`config.mk`:
```
export PLATFORM = sky130hd
export DESIGN_NAME = pdl_delay_line
export DESIGN_NICKNAME = d
export VERILOG_FILES = /design/src/rtl/pdl_pkg.sv /design/src/rtl/pdl_tap_chain.sv /design/src/rtl/pdl_out_gate.sv /design/src/rtl/pdl_holdoff.sv /design/src/rtl/pdl_delay_line.sv
export SDC_FILE = /design/constraint.sdc
export NUM_CORES = 1
export LEC_CHECK = 0
export ABC_AREA = 1
export BUFFER_PORTS_ARGS = -buffer_cell sky130_fd_sc_hd__buf_2
export CAP_MARGIN = 20
export CORE_MARGIN = 1
export CORE_UTILIZATION = 56
export CTS_BUF_LIST = sky130_fd_sc_hd__clkbuf_8
export CTS_CLUSTER_SIZE = 30
export DETAILED_ROUTE_END_ITERATION = 8
export PLACE_DENSITY = 0.75
export SLEW_MARGIN = 40
export SYNTH_ARGS = -nofsm -noshare
export SYNTH_HDL_FRONTEND = slang
export SYNTH_SLANG_ARGS = --single-unit
export TNS_END_PERCENT = 10
```
`constraint.sdc`:
```
create_clock -name clk -period 1.9 [get_ports clk]
set_clock_uncertainty 0.1 [all_clocks]
set_input_delay 0.19 -clock clk [delete_from_list [all_inputs] [get_ports clk]]
set_output_delay 0.19 -clock clk [all_outputs]
set_load 0.02 [all_outputs]
```
`src/rtl/pdl_pkg.sv`:
```
package pdl_pkg;
  // Number of shift stages needed to reach the farthest tap
  function automatic int unsigned line_depth(int unsigned base, int unsigned step,
                                             int unsigned sel_w);
    return base + ((32'd1 << sel_w) - 32'd1) * step;
  endfunction

  // Bits needed to hold values 0..v
  function automatic int unsigned span_bits(int unsigned v);
    return (v < 2) ? 1 : $clog2(v + 1);
  endfunction
endpackage

```
`src/rtl/pdl_tap_chain.sv`:
```
module pdl_tap_chain
  import pdl_pkg::*;
#(
  parameter int SEL_W = 5,
  parameter int BASE  = 2,
  parameter int STEP  = 1
) (
  input  logic             clk,
  input  logic             rst,
  input  logic             din,
  input  logic [SEL_W-1:0] sel,
  output logic             tap
);
  localparam int NSEL  = 1 << SEL_W;
  localparam int DEPTH = int'(line_depth(BASE, STEP, SEL_W));

  logic [DEPTH-1:0] stage;
  logic [NSEL-1:0]  cand;

  always_ff @(posedge clk) begin
    if (rst) stage <= '0;
    else     stage <= {stage[DEPTH-2:0], din};
  end

  // One candidate per selector value; the output register adds the last cycle
  for (genvar g = 0; g < NSEL; g++) begin : g_tap
    assign cand[g] = stage[BASE - 1 + g * STEP];
  end

  assign tap = cand[sel];
endmodule

```
`src/rtl/pdl_out_gate.sv`:
```
module pdl_out_gate (
  input  logic clk,
  input  logic rst,
  input  logic tap,
  input  logic force_low,
  output logic q
);
  always_ff @(posedge clk) begin
    if (rst) q <= 1'b0;
    else     q <= tap & ~force_low;
  end
endmodule

```
`src/rtl/pdl_holdoff.sv`:
```
module pdl_holdoff
  import pdl_pkg::*;
#(
  parameter int SEL_W = 5,
  parameter int STEP  = 1
) (
  input  logic             clk,
  input  logic             rst,
  input  logic             din,
  input  logic [SEL_W-1:0] sel,
  input  logic             force_low,
  input  logic             err_clr,
  output logic             hazard
);
  localparam int MAXG  = ((1 << SEL_W) - 1) * STEP;
  localparam int CNT_W = int'(span_bits(MAXG));

  logic [SEL_W-1:0] prev_sel;
  logic             last_in;
  logic             off_q;
  logic [CNT_W-1:0] up_cnt;
  logic [CNT_W-1:0] drain_cnt;
  logic [CNT_W-1:0] up_load;
  logic [CNT_W-1:0] drain_load;
  logic             sel_chg, toggled, rise, fall, viol;

  assign sel_chg    = (sel != prev_sel);
  assign toggled    = din ^ last_in;
  assign rise       = force_low & ~off_q;
  assign fall       = ~force_low & off_q;
  assign up_load    = (sel > prev_sel) ? CNT_W'((32'(sel) - 32'(prev_sel)) * STEP) : '0;
  assign drain_load = CNT_W'(32'(sel) * STEP);
  assign viol       = ((up_cnt != '0) && (sel_chg || toggled)) ||
                      (fall && (drain_cnt != '0));

  always_ff @(posedge clk) begin
    if (rst) begin
      prev_sel  <= sel;
      last_in   <= din;
      off_q     <= force_low;
      up_cnt    <= '0;
      drain_cnt <= '0;
      hazard    <= 1'b0;
    end else begin
      last_in <= din;
      off_q   <= force_low;

      if (sel_chg) begin
        prev_sel <= sel;
        up_cnt   <= up_load;
      end else if (up_cnt != '0) begin
        up_cnt <= up_cnt - 1'b1;
      end

      if (!force_low)          drain_cnt <= '0;
      else if (rise || din)    drain_cnt <= drain_load;
      else if (drain_cnt != '0) drain_cnt <= drain_cnt - 1'b1;

      if (err_clr)   hazard <= 1'b0;
      else if (viol) hazard <= 1'b1;
    end
  end
endmodule

```
`src/rtl/pdl_delay_line.sv`:
```
module pdl_delay_line #(
  parameter int SEL_W = 5,
  parameter int BASE  = 2,
  parameter int STEP  = 1
) (
  input  logic             clk,
  input  logic             rst,
  input  logic             sig_in,
  input  logic [SEL_W-1:0] dly_sel,
  input  logic             force_low,
  input  logic             err_clr,
  output logic             sig_out,
  output logic             hazard
);
  logic tap;

  pdl_tap_chain #(.SEL_W(SEL_W), .BASE(BASE), .STEP(STEP)) u_chain (
    .clk(clk), .rst(rst), .din(sig_in), .sel(dly_sel), .tap(tap)
  );

  pdl_out_gate u_gate (
    .clk(clk), .rst(rst), .tap(tap), .force_low(force_low), .q(sig_out)
  );

  pdl_holdoff #(.SEL_W(SEL_W), .STEP(STEP)) u_hold (
    .clk(clk), .rst(rst), .din(sig_in), .sel(dly_sel), .force_low(force_low),
    .err_clr(err_clr), .hazard(hazard)
  );
endmodule

```
==> results.py <==
metrics = {
    "detailed_routing": {
        "firstDrtPassIters": 4,
        "route.detailed.drc": 0,
        "wirelength_mm": 4.18,
        "routedWlPerCell_um": 11.1,
        "vias_per_cell": 4.87,
        "vias": 1827,
        "ant_nets": 0,
        "drtIter0Drc": 104,
    },
    "timing": {
        "min_period_ns": 1.77,
        "max-slew-margin-rel_pct": 75.4,
        "hold_viol_final": 0,
        "period_share_pct": 93.0,
        "holdWs_ns": 0.0509,
        "drv_slew": 0,
        "setup_violations": 0,
        "fmax_ghz": 0.566,
        "grt_setup_unrepaired": "no",
        "tns_ns": 0,
        "worst_pin_slew_ns": 0.369,
    },
    "grt": {
        "grtUsageMet1_pct": 26.7,
        "met2_usage_pct": 37.5,
        "grt.overflow.total": 0,
        "grt_pass1_wl_mm": 7.28,
        "grt_max_degree": 37,
        "busiest_layer": "met2",
        "grt.total_usage_pct": 22.4,
        "gr-usage-met3_pct": 6.08,
        "antenna_found_initial": 0,
        "grt_pass1_vias": 1753,
    },
    "floorplanning": {
        "core_region_area_um2": 3770,
        "ios": 12,
        "fp.dieH_um": 65.7,
        "die_area_um2": 4320,
        "chipWidth_um": 65.7,
        "rows": 22,
        "start_util_pct": 60.3,
    },
    "power": {
        "peakVddDrop_mv": 0.476,
        "total_power_uw": 2030,
        "power_leakage_uw": 0.00111,
        "power_density_nw_per_um2": 809,
    },
    "critical_path": {
        "crit_arrival_ns": 1.69,
        "cp_cell_sequence": "inv_1 > ha_1 > nand2_1 > nor3_4 > buf_4 > nand2_1",
        "worst-path-buf-inv": 2,
        "crit_path_max_incr_delay_ns": 0.33,
        "endpoint_kind": "flop",
        "worstPathRequired_ns": 1.82,
        "crit_top_cell": "nand2_1",
        "cp_max_fo": 5,
        "crit_family": "simple AND/OR/NAND/NOR gates",
        "cp-start-kind": "flop",
        "slowest_stage": "edfxtp_1",
        "path_class": "reg -> reg",
    },
    "flow_run": {
        "maxCapViolCount": 0,
    },
    "place": {
        "dp_hpwl_mm": 2.80,
        "gp_congestion": 0.809,
        "io_buffers": 11,
    },
    "synthesis": {
        "syn_inst": 306,
        "ys_types": 27,
        "ys_seq_elements": 52,
        "syn_avg_cell_area_um2": 7.43,
        "synth_area_um2": 2270,
        "yosysWarningCount": 0,
        "synth_seq_area_share_pct": 48.0,
        "synth_nets": 324,
    },
    "final_layout": {
        "layout-drive-gt1-share_pct": 9.48,
        "finish.utilization_pct": 66.6,
        "final_cell_mix": "64 x nand2_1, 62 x inv_1, 48 x nor2_1",
        "multi_input_area_um2": 915,
        "layout.cells.most_common": "nand2_1",
        "fillers": 354,
        "antenna_cells": 0,
        "seq_area_um2": 1090,
        "fin_nets": 344,
        "syn2layout_area_growth_pct": 10.6,
    },
    "clock_tree": {
        "worstSkewPairLatency_ns": 0.30,
        "cts_tree": "done",
        "cts_buffers": 5,
        "htreeDepth": 2,
        "cts_buffer_depth": 2,
        "clkSinkCount": 52,
        "clk_pin_slew_ns": 0.09,
        "cts.root.buffer_cell": "clkbuf_8",
    },
    "status": {
        "outcome": "finished clean",
    },
    "worst_hold_path": {
        "min_path_type": "in -> reg",
    },
}
==> cell usage after synthesis <==
library cell	instances	area (µm²)
clkbuf_1	3	11.3
edfxtp_1	5	150
nand2_1	64	240
a22oi_1	1	7.51
nor3_1	3	15.0
a31oi_1	2	12.5
xor2_1	4	35.0
o21ai_0	6	30.0
dfxtp_1	47	941
buf_2	3	15.0
buf_4	1	7.51
fa_1	1	20.0
or2_2	1	6.26
nor2_4	1	11.3
a21oi_2	1	8.76
o21ai_2	2	17.5
o21a_1	1	7.51
nor2_1	48	180
inv_1	60	225
nand2_2	1	6.26
ha_1	7	87.6
xnor2_1	2	17.5
a21oi_1	15	75.1
buf_1	1	3.75
nand3_1	24	120
nor3_4	1	16.3
inv_2	1	3.75
==> layer usage <==
metal / vias up / wire, µm
met5: - / 0
met4: 0 / 39
met3: 6 / 132
met2: 28 / 1980
met1: 832 / 2020
li1: 961 / -
==> metrics by stage <==
step | instances | instance area [µm²] | setup WS, ns
after detailed placement | 362 | 2390 | 0.117
after CTS | 373 | 2500 | 0.113
after global placement | 362 | 2390 | 0.174
after floorplan | 306 | 2270 | 0.0920
final | 375 | 2510 | 0.133
after global routing | 375 | 2510 | 0.0615
==> repair_timing <==
action                                  CTS  global route
hold endpoints to repair                  3             0
endpoints found under the setup margin    0             1
hold buffers                              3             0
setup buffers                             0             2
resized for setup                         0             0
==> cell type report <==
type,instances,share of cell area (%)
timing repair buffer,21,5.48
tap,48,2.39
inverter,61,9.11
sequential,52,43.4
clock buffer,5,2.74
multi-input combinational,185,36.4
clock inverter,3,0.448
==> kinds of logic (layout without fill, tap and decap cells) <==
group,Yosys count,in the layout,share of synthesized area (%)
AOI/OAI and AO/OA,28,28,6.99
xor gates and xnor gates,6,6,2.31
adders and majority gates,8,8,4.74
buffers and inverters,69,90,11.7
DFF,52,52,48.0
and+or+nand+nor,143,143,26.2
==> sequential cells by signal (all words and copies together) (netlist names) <==
| name | cells |
|---|---|
| u_hold.off_q | 1 |
| u_hold.prev_sel | 5 |
| u_gate.q | 1 |
| u_hold.hazard | 1 |
| u_hold.up_cnt | 5 |
| u_hold.last_in | 1 |
| u_chain.stage | 33 |
| u_hold.drain_cnt | 5 |
==> worst reg2reg max path: cells and delay by family, from the launching register on <==
family,cells,cell delay (ns)
buffers and inverters,2,0.20
AND/OR/NAND/NOR,3,0.54
adder cells (fa/ha/maj),1,0.33
flip-flops,1,0.33
==> power breakdown <==
part           internal, µW  switching (µW)
Combinational           112             185
Sequential             1140            16.1
Clock                   246             335
==> worst paths after layout <==
| check | end | cells after the start | slack (ns) | from |
|---|---|---|---|---|
| min | u_hold.prev_sel[4] | 1 | 0.05 | dly_sel[4] |
| min reg2reg | u_chain.stage[7] | 2 | 0.31 | u_chain.stage[6] |
| max | u_hold.prev_sel[2] | 6 | 0.13 | u_hold.prev_sel[2] |
| max reg2reg | u_hold.prev_sel[2] | 6 | 0.13 | u_hold.prev_sel[2] |
Note: power is estimated with default switching activity, not from simulation.
